**src/rtl/ls_tx_pkg.sv**
```systemverilog
package ls_tx_pkg;

    typedef enum logic [2:0] {
        ST_IDLE,
        ST_PRE,
        ST_BITS,
        ST_SE0,
        ST_JEND
    } tx_state_e;

    localparam int          BYTE_W        = 8;
    localparam logic [7:0]  SYNC_PATTERN  = 8'h80;
    localparam int          RUN_LIMIT     = 6;
    localparam int          EOP_SE0_SLOTS = 2;

endpackage

```
**src/rtl/ls_tx_tick.sv**
```systemverilog
module ls_tx_tick #(
    parameter int DIV      = 8,
    parameter bit EXT_TICK = 1'b0
) (
    input  logic clk,
    input  logic rst_n,
    input  logic run,
    input  logic ext_tick,
    output logic tick
);
    localparam int CW = (DIV > 1) ? $clog2(DIV) : 1;

    generate
        if (EXT_TICK) begin : g_ext
            logic unused_clk;
            assign unused_clk = clk ^ rst_n;
            assign tick       = run & ext_tick;
        end else begin : g_div
            logic [CW-1:0] cnt_d, cnt_q;
            logic          unused_ext;
            assign unused_ext = ext_tick;

            always_comb begin
                cnt_d = cnt_q;
                if (!run || cnt_q == CW'(DIV - 1)) cnt_d = '0;
                else                               cnt_d = cnt_q + 1'b1;
            end

            always_ff @(posedge clk or negedge rst_n) begin
                if (!rst_n) cnt_q <= '0;
                else        cnt_q <= cnt_d;
            end

            assign tick = run & (cnt_q == CW'(DIV - 1));

            // bit enable never lasts two cycles in a row
            assert_tick_single_R3: assert property (@(posedge clk) disable iff (!rst_n)
                tick |=> !tick);
        end
    endgenerate

endmodule

```
**src/rtl/ls_tx_coder.sv**
```systemverilog
module ls_tx_coder
    import ls_tx_pkg::*;
(
    input  logic clk,
    input  logic rst_n,
    input  logic init,
    input  logic step,
    input  logic bit_in,
    output logic lvl,
    output logic need_stuff
);
    localparam int RW = $clog2(RUN_LIMIT + 1);

    typedef struct packed {
        logic          lvl;
        logic [RW-1:0] run;
    } coder_t;

    coder_t d, q;

    always_comb begin
        d = q;
        if (init) begin
            d.lvl = 1'b1;
            d.run = RW'(RUN_LIMIT);
        end else if (step) begin
            if (q.run == '0 || !bit_in) begin
                d.lvl = ~q.lvl;
                d.run = RW'(RUN_LIMIT);
            end else begin
                d.run = q.run - 1'b1;
            end
        end
    end

    always_ff @(posedge clk or negedge rst_n) begin
        if (!rst_n) begin
            q.lvl <= 1'b1;
            q.run <= RW'(RUN_LIMIT);
        end else begin
            q <= d;
        end
    end

    assign lvl        = q.lvl;
    assign need_stuff = (q.run == '0);

    // an exhausted run forces a level swap and restarts the run
    assert_stuff_toggles_R5: assert property (@(posedge clk) disable iff (!rst_n)
        (step && !init && need_stuff) |=> (lvl != $past(lvl)) && !need_stuff);

    // a 1 bit keeps the level
    assert_one_holds_R4: assert property (@(posedge clk) disable iff (!rst_n)
        (step && !init && !need_stuff && bit_in) |=> (lvl == $past(lvl)));

    // run counter stays within its limit
    assert_run_bound_R5: assert property (@(posedge clk) disable iff (!rst_n)
        q.run <= RW'(RUN_LIMIT));

endmodule

```
**src/rtl/ls_tx_seq.sv**
```systemverilog
module ls_tx_seq
    import ls_tx_pkg::*;
#(
    parameter int CNT_W  = 8,
    parameter int ADDR_W = 7
) (
    input  logic              clk,
    input  logic              rst_n,
    input  logic              tick,
    input  logic              start,
    input  logic [CNT_W-1:0]  byte_cnt,
    input  logic              is_data,
    input  logic [BYTE_W-1:0] in_data,
    input  logic              in_valid,
    output logic              in_ready,
    input  logic [ADDR_W-1:0] pending_addr,
    input  logic              need_stuff,
    output logic              init,
    output logic              step,
    output logic              bit_out,
    output tx_state_e         state,
    output logic              addr_commit,
    output logic [ADDR_W-1:0] dev_addr,
    output logic              rx_flag_clr
);
    localparam int                LW      = $clog2(BYTE_W + 1);
    localparam logic [CNT_W-1:0]  ONE_CNT = CNT_W'(1);
    localparam logic [1:0]        SE0_TOP = 2'(EOP_SE0_SLOTS - 1);

    typedef struct packed {
        tx_state_e          state;
        logic [BYTE_W-1:0]  shift;
        logic [LW-1:0]      left;
        logic [BYTE_W-1:0]  hold;
        logic               hold_v;
        logic [CNT_W-1:0]   fetch;
        logic [1:0]         se0;
        logic               data_pkt;
        logic               commit;
        logic               clr;
        logic [ADDR_W-1:0]  addr;
    } seq_t;

    seq_t d, q;
    logic accept;

    assign in_ready = (q.state == ST_PRE || q.state == ST_BITS) && !q.hold_v && (q.fetch != '0);
    assign accept   = in_ready && in_valid;

    always_comb begin
        d        = q;
        d.commit = 1'b0;
        d.clr    = 1'b0;
        init     = 1'b0;
        step     = 1'b0;
        bit_out  = 1'b1;

        if (accept) begin
            d.hold   = in_data;
            d.hold_v = 1'b1;
            d.fetch  = q.fetch - ONE_CNT;
        end

        case (q.state)
            ST_IDLE: begin
                if (start && byte_cnt != '0) begin
                    d.state    = ST_PRE;
                    d.shift    = SYNC_PATTERN;
                    d.left     = LW'(BYTE_W);
                    d.fetch    = byte_cnt - ONE_CNT;
                    d.hold_v   = 1'b0;
                    d.data_pkt = is_data;
                    init       = 1'b1;
                end
            end
            ST_PRE, ST_BITS: begin
                if (tick) begin
                    d.state = ST_BITS;
                    if (need_stuff) begin
                        step = 1'b1;
                    end else if (q.left != '0) begin
                        step    = 1'b1;
                        bit_out = q.shift[0];
                        d.shift = q.shift >> 1;
                        d.left  = q.left - 1'b1;
                    end else if (q.hold_v) begin
                        step     = 1'b1;
                        bit_out  = q.hold[0];
                        d.shift  = q.hold >> 1;
                        d.left   = LW'(BYTE_W - 1);
                        d.hold_v = 1'b0;
                    end else begin
                        d.state  = ST_SE0;
                        d.se0    = SE0_TOP;
                        d.fetch  = '0;
                        d.hold_v = 1'b0;
                    end
                end
            end
            ST_SE0: begin
                if (tick) begin
                    if (q.se0 == '0) d.state = ST_JEND;
                    else             d.se0   = q.se0 - 1'b1;
                end
            end
            ST_JEND: begin
                if (tick) begin
                    d.state = ST_IDLE;
                    d.clr   = 1'b1;
                    if (q.data_pkt) begin
                        d.commit = 1'b1;
                        d.addr   = pending_addr;
                    end
                end
            end
            default: d.state = ST_IDLE;
        endcase
    end

    always_ff @(posedge clk or negedge rst_n) begin
        if (!rst_n) begin
            q.state    <= ST_IDLE;
            q.shift    <= '0;
            q.left     <= '0;
            q.hold     <= '0;
            q.hold_v   <= 1'b0;
            q.fetch    <= '0;
            q.se0      <= '0;
            q.data_pkt <= 1'b0;
            q.commit   <= 1'b0;
            q.clr      <= 1'b0;
            q.addr     <= '0;
        end else begin
            q <= d;
        end
    end

    assign state       = q.state;
    assign addr_commit = q.commit;
    assign dev_addr    = q.addr;
    assign rx_flag_clr = q.clr;

    // a zero-length start leaves the block idle
    assert_zero_len_ignored_R9: assert property (@(posedge clk) disable iff (!rst_n)
        (q.state == ST_IDLE && start && byte_cnt == '0) |=> (q.state == ST_IDLE));

    // commit only follows the final J of a data packet
    assert_commit_data_only_R7: assert property (@(posedge clk) disable iff (!rst_n)
        addr_commit |-> (q.data_pkt && $past(q.state == ST_JEND)));

    // the last SE0 slot is followed by J
    assert_se0_then_j_R6: assert property (@(posedge clk) disable iff (!rst_n)
        (q.state == ST_SE0 && tick && q.se0 == '0) |=> (q.state == ST_JEND));

    // leaving the final J releases and clears the flag
    assert_release_clears_R8: assert property (@(posedge clk) disable iff (!rst_n)
        (q.state == ST_JEND && tick) |=> (q.state == ST_IDLE && rx_flag_clr));

    // the holding register is never overwritten while full
    assert_hold_no_overrun_R10: assert property (@(posedge clk) disable iff (!rst_n)
        (q.hold_v && !step) |=> q.hold_v || q.state == ST_SE0);

endmodule

```
**src/rtl/ls_serial_tx.sv**
```systemverilog
module ls_serial_tx
    import ls_tx_pkg::*;
#(
    parameter int CNT_W    = 8,
    parameter int ADDR_W   = 7,
    parameter int DIV      = 8,
    parameter bit EXT_TICK = 1'b0
) (
    input  logic              clk,
    input  logic              rst_n,
    input  logic              bit_tick,
    input  logic              start,
    input  logic [CNT_W-1:0]  byte_cnt,
    input  logic              is_data,
    input  logic [7:0]        in_data,
    input  logic              in_valid,
    output logic              in_ready,
    input  logic [ADDR_W-1:0] pending_addr,
    output logic              busy,
    output logic              usb_dp,
    output logic              usb_dm,
    output logic              usb_oe,
    output logic              addr_commit,
    output logic [ADDR_W-1:0] dev_addr,
    output logic              rx_flag_clr
);
    tx_state_e state;
    logic      tick, init, step, bit_out, lvl, need_stuff;

    assign busy = (state != ST_IDLE);

    ls_tx_tick #(.DIV(DIV), .EXT_TICK(EXT_TICK)) u_tick (
        .clk      (clk),
        .rst_n    (rst_n),
        .run      (busy),
        .ext_tick (bit_tick),
        .tick     (tick)
    );

    ls_tx_coder u_coder (
        .clk        (clk),
        .rst_n      (rst_n),
        .init       (init),
        .step       (step),
        .bit_in     (bit_out),
        .lvl        (lvl),
        .need_stuff (need_stuff)
    );

    ls_tx_seq #(.CNT_W(CNT_W), .ADDR_W(ADDR_W)) u_seq (
        .clk          (clk),
        .rst_n        (rst_n),
        .tick         (tick),
        .start        (start),
        .byte_cnt     (byte_cnt),
        .is_data      (is_data),
        .in_data      (in_data),
        .in_valid     (in_valid),
        .in_ready     (in_ready),
        .pending_addr (pending_addr),
        .need_stuff   (need_stuff),
        .init         (init),
        .step         (step),
        .bit_out      (bit_out),
        .state        (state),
        .addr_commit  (addr_commit),
        .dev_addr     (dev_addr),
        .rx_flag_clr  (rx_flag_clr)
    );

    always_comb begin
        usb_oe = 1'b0;
        usb_dp = 1'b0;
        usb_dm = 1'b0;
        case (state)
            ST_PRE, ST_BITS: begin
                usb_oe = 1'b1;
                usb_dp = ~lvl;
                usb_dm = lvl;
            end
            ST_SE0: usb_oe = 1'b1;
            ST_JEND: begin
                usb_oe = 1'b1;
                usb_dm = 1'b1;
            end
            default: ;
        endcase
    end

    // the bus is claimed in the J level
    assert_claim_in_j_R2: assert property (@(posedge clk) disable iff (!rst_n)
        $rose(usb_oe) |-> (!usb_dp && usb_dm));

    // release comes straight after a J slot
    assert_release_from_j_R6: assert property (@(posedge clk) disable iff (!rst_n)
        $fell(usb_oe) |-> ($past(usb_dm) && !$past(usb_dp) && !usb_dp && !usb_dm));

endmodule

```
**config.mk**
```make
export PLATFORM = sky130hd
export DESIGN_NAME = ls_serial_tx
export DESIGN_NICKNAME = d
export VERILOG_FILES = /design/src/rtl/ls_tx_pkg.sv /design/src/rtl/ls_tx_tick.sv /design/src/rtl/ls_tx_coder.sv /design/src/rtl/ls_tx_seq.sv /design/src/rtl/ls_serial_tx.sv
export SDC_FILE = /design/constraint.sdc
export NUM_CORES = 1
export LEC_CHECK = 0
export CAP_MARGIN = 0
export CORE_UTILIZATION = 49
export CTS_CLUSTER_DIAMETER = 30
export DETAILED_ROUTE_END_ITERATION = 8
export PLACE_DENSITY = 0.76
export SLEW_MARGIN = 40
export SYNTH_ARGS = -nofsm -noshare
export SYNTH_HDL_FRONTEND = slang
export SYNTH_SLANG_ARGS = --single-unit
export TNS_END_PERCENT = 10
```
**constraint.sdc**
```tcl
create_clock -name clk -period 2.21 [get_ports clk]
set_clock_uncertainty 0.2 [all_clocks]
set_input_delay 0.3315 -clock clk [delete_from_list [all_inputs] [get_ports clk]]
set_output_delay 0.3315 -clock clk [all_outputs]
set_load 0.005 [all_outputs]
```
After elaboration in Yosys (flattened, before gate mapping)
Cells that the tools add are included.
{"block": "word_totals", "ff_bits": 51, "output_inout_bits": 14, "in_bits": 29, "wordCells": 112}
{"block": "op_classes", "n_reduce_logical": 29, "n_addsub": 6, "eq_ne": 15, "muxes": 46, "n_bitwise": 2}
{"operator": "two-way mux 15 bit", "count": 3}
{"operator": "two-way mux 9 bit", "count": 4}
{"operator": "two-way mux 11 bit", "count": 3}
{"operator": "two-way mux 12 bit", "count": 2}
{"operator": "case mux 12 bit (2 select lines)", "count": 1}
{"operator": "two-way mux 3 bit", "count": 6}
{"operator": "case mux 9 bit (2 select lines)", "count": 1}
{"operator": "two-way mux 1 bit", "count": 17}
{"operator": "nonzero test 8 bit", "count": 2}
{"operator": "subtractor 8 x 1 -> 8 bit (second input constant)", "count": 2}
{"operator": "inequality test 2 bit (second input constant)", "count": 7}
{"operator": "case mux 3 bit (4 select lines)", "count": 1}
{"operator": "two-way mux 10 bit", "count": 1}
{"operator": "AND reduction 5 bit", "count": 2}
{"operator": "two-way mux 4 bit", "count": 2}
{"operator": "nonzero test 2 bit", "count": 4}
{"operator": "two-way mux 7 bit", "count": 1}
{"operator": "AND reduction 7 bit", "count": 1}
{"operator": "== test 3 x 2 -> 1 bit (second input constant)", "count": 2}
{"operator": "== test 3 bit (second input constant)", "count": 2}
{"operator": "logical NOT 3 bit", "count": 2}
{"operator": "logical AND 1 bit", "count": 4}
{"operator": "two-way mux 2 bit", "count": 2}
{"operator": "inequality test 2 x 1 -> 1 bit (second input constant)", "count": 2}
{"operator": "other kinds (19)", "count": 24}

Logic depth before layout (Yosys ltp)
Gate-level depths: netlist of run 1.
{"block": "depth", "ltp_word": 11, "mapped_depth": 8, "ltp_nobuf": 7}

Modules after synthesis
A second synthesis of run 1 with hierarchy kept.
{"block": "hier_totals", "cells_unflattened": 276, "hier_area_um2": 2845.2}
{"module": "ls_tx_seq", "area_each_um2": 2442.3, "n_inst": 1, "cells_each": 237}
{"module": "ls_tx_coder", "area_each_um2": 217.7, "n_inst": 1, "cells_each": 23}
{"module": "ls_tx_tick", "area_each_um2": 137.6, "n_inst": 1, "cells_each": 9}
{"module": "ls_serial_tx", "area_each_um2": 47.5, "n_inst": 1, "cells_each": 7}

Worst setup path after synthesis of run 1
Ideal clock, no wire load.
{"block": "synth_path", "path_type": "reg2reg", "from": "register u_seq.q[12] (netlist bit)", "to": "register u_seq.q[22] (netlist bit)", "t_required_ns": 1.885, "setup_ns": 0.125, "arrival_ns": 1.811, "path_slack_ns": 0.074, "path_stages_with_launch": 7, "synth_period_minus_slack_ns": 2.136, "path_cell_list": "dfrtp_1 > inv_1 > ha_1 > or4b_4 > o211ai_4 > buf_6 > mux2_2"}
{"block": "synth_between", "elab_chain_cells": 3}
{"element": "start: declaration", "line": "ls_tx_seq.sv:44", "rtl": "seq_t d, q;"}
{"element": "nonzero test 8 bit", "line": "ls_tx_seq.sv:47", "rtl": "assign in_ready = (q.state == ST_PRE || q.state == ST_BITS) && !q.hold_v && (q.fetch != '0);"}
{"element": "logical AND 1 bit", "line": "ls_tx_seq.sv:47"}
{"element": "logical AND 1 bit", "line": "ls_tx_seq.sv:48", "rtl": "assign accept = in_ready && in_valid;"}
No other way between the ends.
A chain may end at the register's enable or synchronous reset.

Worst setup path in the final report of run 1
{"block": "layout_path", "from": "register u_seq.q[13] (netlist bit)", "to": "register u_seq.q[25] (netlist bit)"}
The elaborated chain is that of the path after synthesis.

==> flow_summary.yaml, run 1 <==
clock_network:
  cts_buffer_depth: 2
  h-tree-depth: 2
  cts_made_buffers: 5
  clkLatencyLatePin_ns: 0.31
  clockRootBuffer: "clkbuf_8"
  cts_tree: "yes"
  clk_pin_slew_ns: 0.10
  clock-sinks: 51
worst_setup_path:
  cpPeakStageDelay_ns: 0.48
  path_delay_family: "simple AND/OR/NAND/NOR gates"
  worst-path-max-fanout: 6
  end_kind: "flip-flop"
  path_class: "reg2reg"
  regToRegSetupSlack_ns: -0.08
  cp.arrival_ns: 2.30
  cp_num_buf_inv: 3
  crit_chain: "inv_2 > ha_4 > or4b_4 > buf_6 > o211ai_4 > clkbuf_16 > mux2_4"
  critical_path.slowest_cell: "or4b_4"
  startpoint_type: "flip-flop"
  cp.required_ns: 2.22
cells_and_area:
  n_antenna_cell: 0
  syn2layout_area_growth_pct: 36.0
  nNetsFinal: 395
  drive_above_1_share_pct: 32.8
  design_area_um2: 3880
routing:
  first_iter_violations: 110
  antenna_left: 0
  wl_per_cell_um: 14.4
  drcViolationCount: 0
  viasPerCell: 5.42
  dr.pass1.iters: 4
  vias: 2325
  wl_mm: 6.18
sta:
  grt_setup_unrepaired: "yes"
  slew_viol_final: 0
  period_share_pct: 104
  fin_crit_ns: 2.29
  final_hold_viol_count: 0
  tightest_slew_ns: 0.448
  worst_slack_ns: -0.0802
  fmax_mhz: 437
  finalSetupViolations: 12
  max-slew-margin-rel_pct: 69.7
global_route:
  grt_max_degree: 52
  antenna_found_initial: 0
  grt_pass1_wl_mm: 9.92
  grt_usage_pct: 21.0
  grt_pass1_vias: 2240
  gr-total-overflow: 0
synth:
  yosysTopAreaCell: "dfrtp_1"
  syn_area_um2: 2860
  synth-compound-area-share_pct: 12.1
  synth_top_area_share_pct: 42.0
  syn_inst: 269
  synth.mux.area_fraction_pct: 10.6
  yosys_warnings: 0
  yosysUniqueCellTypes: 56
  synth_edf_count: 0
  synth_xor_area_share_pct: 4.34
  syn_avg_cell_area_um2: 10.6
  ys_seq_area_share_pct: 44.8
  synth_common_cells: "48 x dfrtp_1, 26 x nand2_1, 16 x inv_1, 16 x mux2_2, 16 x o21ai_0"
  synth.top_cells.by_area: "dfrtp_1 42%, mux2_2 6.3%, ha_1 4.4%, mux2i_1 3.9%, nand2_1 3.4%"
  ys_seq_elements: 51
  synth_simple_gate_area_share_pct: 17.2
  syn-num-nets: 308
  yosys.area_share.adder_pct: 4.38
  synth.most_common_cell: "dfrtp_1"
  synthArstFlopShare_pct: 100
  synth_top_family_by_area: "simple AND/OR/NAND/NOR gates"
  synth_flop_cell: "dfrtp_1"
floorplanning:
  die-area_um2: 6140
  die_x_um: 78.4
  pin_count: 43
  core_um2: 5570
  start_util_pct: 51.2
  die_h_um: 78.4
  rows: 27
hold_path:
  hp-class: "reg2reg"
place:
  place_congestion: 0.836
  dp_slack_ns: -0.210
  io_buffers: 41
  dpl.hpwl_mm: 4.39
  placed_cell_area_um2: 3580
job:
  maxCapViolations: 0
pwr:
  leakage_nw: 1.69
  power-per-cell-area_nw_per_um2: 865
  peakVddDrop_uv: 496
  p_total_w: 0.00336
status:
  violations: "negative setup slack"
  status: "complete, but fails checks"
[cell families after synthesis]
group | after synthesis
AO/OA/AOI/OAI | 49
XOR/XNOR | 12
adder cells (fa/ha/maj) | 10
buffers and inverters | 31
flip-flops | 51
multiplexers | 28
AND/OR/NAND/NOR | 88
[cell type report]
cell class	instances	area [um2]
well taps	72	90.1
multi-input cells	187	1510
fillers	441	1690
repair buffers	95	851
clock inverters	3	25.0
inverters	16	60.1
flip-flops and latches	51	1280
clock buffers	5	68.8
[placed cells by master, fill, tap and decap left out, types with 8 or more instances in the layout]
cell,count
buf_4,49
dfrtp_1,45
clkdlybuf4s50_1,36
nand2_1,26
o21ai_0,16
inv_1,12
nor2_1,12
mux2i_1,11
xnor2_1,8
o22ai_1,8
nor3_1,8
a21oi_1,8
mux2_2,8
mux2_4,8
ha_1,8
[routing by layer]
layer  routed length, um  GRT usage, %  share of wire (%)
met5                   0             0                  0
met4                 161          10.4                2.6
met3                 325          3.95                5.3
met2                3100          36.1                 50
met1                2590          25.1                 42
[metrics by stage]
step / TNS [ns] / utilization, % / instances / hold slack (ns)
final: -0.702 / 69.7 / 429 / 0.254
after global routing: -1.59 / 69.7 / 429 / 0.277
after CTS: -0.497 / 67.6 / 427 / 0.261
after detailed placement: -3.76 / 64.3 / 411 / 0.142
after global placement: -2.23 / 64.3 / 411 / 0.141
after floorplan: 0 / - / 269 / -0.164
[what timing repair did]
action | CTS | global route
resized for setup | 19 | 20
hold buffers | 1 | 0
pin swaps | 3 | 3
setup buffers | 7 | 1
setup endpoints to repair | 22 | 22
cloned | 0 | 1
hold endpoints to repair | 48 | 0
[flip-flops by register name, indices dropped and copies added, names as in the netlist]
register / flops
u_coder.lvl: 1
u_coder.q: 3
u_seq.addr_commit: 1
u_seq.dev_addr: 7
u_seq.q: 32
u_seq.rx_flag_clr: 1
u_seq.state: 3
u_tick.g_div.cnt_q: 3
[where the power goes]
| part | internal (W) | switching [W] | leakage, nW |
|---|---|---|---|
| Combinational | 0.000851 | 0.000680 | 1.00 |
| Clock | 0.000227 | 0.000323 | 0.0443 |
| Sequential | 0.00113 | 0.000146 | 0.639 |
| Total | 0.00221 | 0.00115 | 1.69 |
[final timing paths]
check,start,to,depth (start not counted)
worst min-delay path,u_tick.g_div.cnt_q[0],u_tick.g_div.cnt_q[0],1
max in group asynchronous,rst_n,u_coder.lvl,3
worst max register to register,u_seq.q[13],u_seq.q[25],7
worst max-delay path,u_seq.q[13],u_seq.q[25],7
min in group asynchronous,rst_n,u_seq.q[10],3
worst min register to register,u_tick.g_div.cnt_q[0],u_tick.g_div.cnt_q[0],1
(Power assumes the default switching activity.)
==> run 2: changes to the inputs <==
clock period = 1.9 ns   (was 2.21 ns; I/O delays follow)
==> flow_summary.yaml, run 2 (synthesis results as in run 1) <==
clock_network:
  clk_pin_slew_ns: 0.10
  clkLatencyLatePin_ns: 0.31
  h-tree-depth: 2
  cts_made_buffers: 5
  cts_buffer_depth: 2
  clockRootBuffer: "clkbuf_8"
  cts_tree: "yes"
  clock-sinks: 51
routing:
  first_iter_violations: 226
  dr.pass1.iters: 4
  drcViolationCount: 0
  viasPerCell: 5.43
  wl_per_cell_um: 15.8
  wl_mm: 7.18
  vias: 2465
  antenna_left: 0
place:
  dp_slack_ns: -0.493
  dpl.hpwl_mm: 4.74
  placed_cell_area_um2: 3830
  place_congestion: 0.892
  io_buffers: 41
pwr:
  swShare_pct: 34.3
  p_switching_w: 0.00148
  clockPowerShare_pct: 18.1
  seq_power_share_pct: 34.5
  peakVddDrop_uv: 654
  combPwrFrac_pct: 47.4
  p_int_w: 0.00284
  power-per-cell-area_nw_per_um2: 1020
  leakage_nw: 1.85
cells_and_area:
  fillCellCount: 366
  multi_input_area_um2: 1650
  most-common-layout-cells: "69 x buf_4, 46 x dfrtp_1, 34 x clkdlybuf4s50_1"
  drive_above_1_share_pct: 44.5
  final_common_cell: "buf_4"
  largest_reg_flops: 32
  n_antenna_cell: 0
  nNetsFinal: 420
  final-seq-area_um2: 1280
  syn2layout_area_growth_pct: 48.9
  postLayoutCoreUtil_pct: 76.3
  design_area_um2: 4250
  largest_register: "u_seq.q"
global_route:
  grt_usage_pct: 23.2
  grt_max_degree: 52
  antenna_found_initial: 0
  grt_pass1_vias: 2452
  gr-total-overflow: 0
  grt_pass1_wl_mm: 11.0
sta:
  fmax_mhz: 438
  fin_crit_ns: 2.28
  max-slew-margin-rel_pct: 73.8
  period_share_pct: 120
  worst_slack_ns: -0.381
  tightest_slew_ns: 0.390
  final_hold_viol_count: 0
  grt_setup_unrepaired: "yes"
  slew_viol_final: 0
  finalSetupViolations: 30
floorplanning:
  die_x_um: 78.4
  core_um2: 5570
  die-area_um2: 6140
  pin_count: 43
  start_util_pct: 51.2
  die_h_um: 78.4
  rows: 27
worst_setup_path:
  end_kind: "flip-flop"
  cp.arrival_ns: 2.28
  startpoint_type: "flip-flop"
  path_class: "reg2reg"
  worst-path-max-fanout: 6
  cp.required_ns: 1.89
status:
  violations: "negative setup slack"
  status: "complete, but fails checks"
hold_path:
  hp-class: "in2reg"
job:
  maxCapViolations: 0
-- run 2: final timing paths --
kind                                  startpoint                    end  slack, ns  cells past startpoint
hold reg to reg            u_tick.g_div.cnt_q[0]  u_tick.g_div.cnt_q[0]       0.27                      1
max in group asynchronous                  rst_n            u_coder.lvl       0.94                      3
min in group asynchronous                  rst_n  u_tick.g_div.cnt_q[1]       0.28                      3
setup reg to reg                     u_seq.q[12]            u_seq.q[23]      -0.38                      7
hold / removal                       byte_cnt[1]            u_seq.q[13]       0.24                      4
setup / recovery                     u_seq.q[12]            u_seq.q[23]      -0.38                      7
-- run 2: critical path: stages (launching register included) --
cell,delay (ns)
dfrtp_1,0.41
inv_2,0.08
ha_4,0.12
or4b_4,0.48
buf_6,0.14
o211ai_4,0.23
clkbuf_16,0.21
mux2_4,0.29
-- run 2: per-layer routing --
layer / track usage (%) / up-vias / share of wire, %
li1: - / 1171 / -
met1: 28.0 / 1221 / 40
met4: 6.85 / 0 / 1.5
met5: 0 / - / 0
met3: 4.07 / 9 / 5.4
met2: 42.2 / 64 / 53
-- run 2: power groups by stage --
stage	registers (W)	clock network, W	logic, W
final	0.00149	0.000785	0.00205
after global routing	0.00151	0.000852	0.00219
after CTS	0.00148	0.000799	0.00186
after detailed placement	0.00150	0	0.00173
after global placement	0.00149	0	0.00167
after floorplan	0.00147	0	0.00101
-- run 2: cell type report --
| class | instances | area share, % |
|---|---|---|
| clock buffer | 5 | 1.62 |
| inverter | 16 | 1.47 |
| multi-input combinational | 187 | 38.9 |
| clock inverter | 3 | 1.12 |
| sequential | 51 | 30.1 |
| timing repair buffer | 120 | 24.6 |
| tap | 72 | 2.12 |
-- run 2: stage by stage --
| stage | hold WS [ns] | power, W | setup TNS (ns) | cells |
|---|---|---|---|---|
| floorplan | -0.211 | 0.00247 | -2.44 | 269 |
| global placement | 0.0943 | 0.00316 | -11.90 | 439 |
| global route | 0.246 | 0.00456 | -8.16 | 454 |
| detailed placement | 0.0950 | 0.00323 | -13.32 | 439 |
| finish | 0.243 | 0.00433 | -5.40 | 454 |
| CTS | 0.249 | 0.00414 | -6.74 | 452 |
-- run 2: timing repair --
action                                  4_1_cts  5_1_grt
gates resized for setup                      45       47
hold buffers                                  1        0
pin swaps                                     7       21
buffers inserted                              4        1
gates cloned                                  0        1
endpoints found under the setup margin       49       48
hold endpoints to repair                     48        0
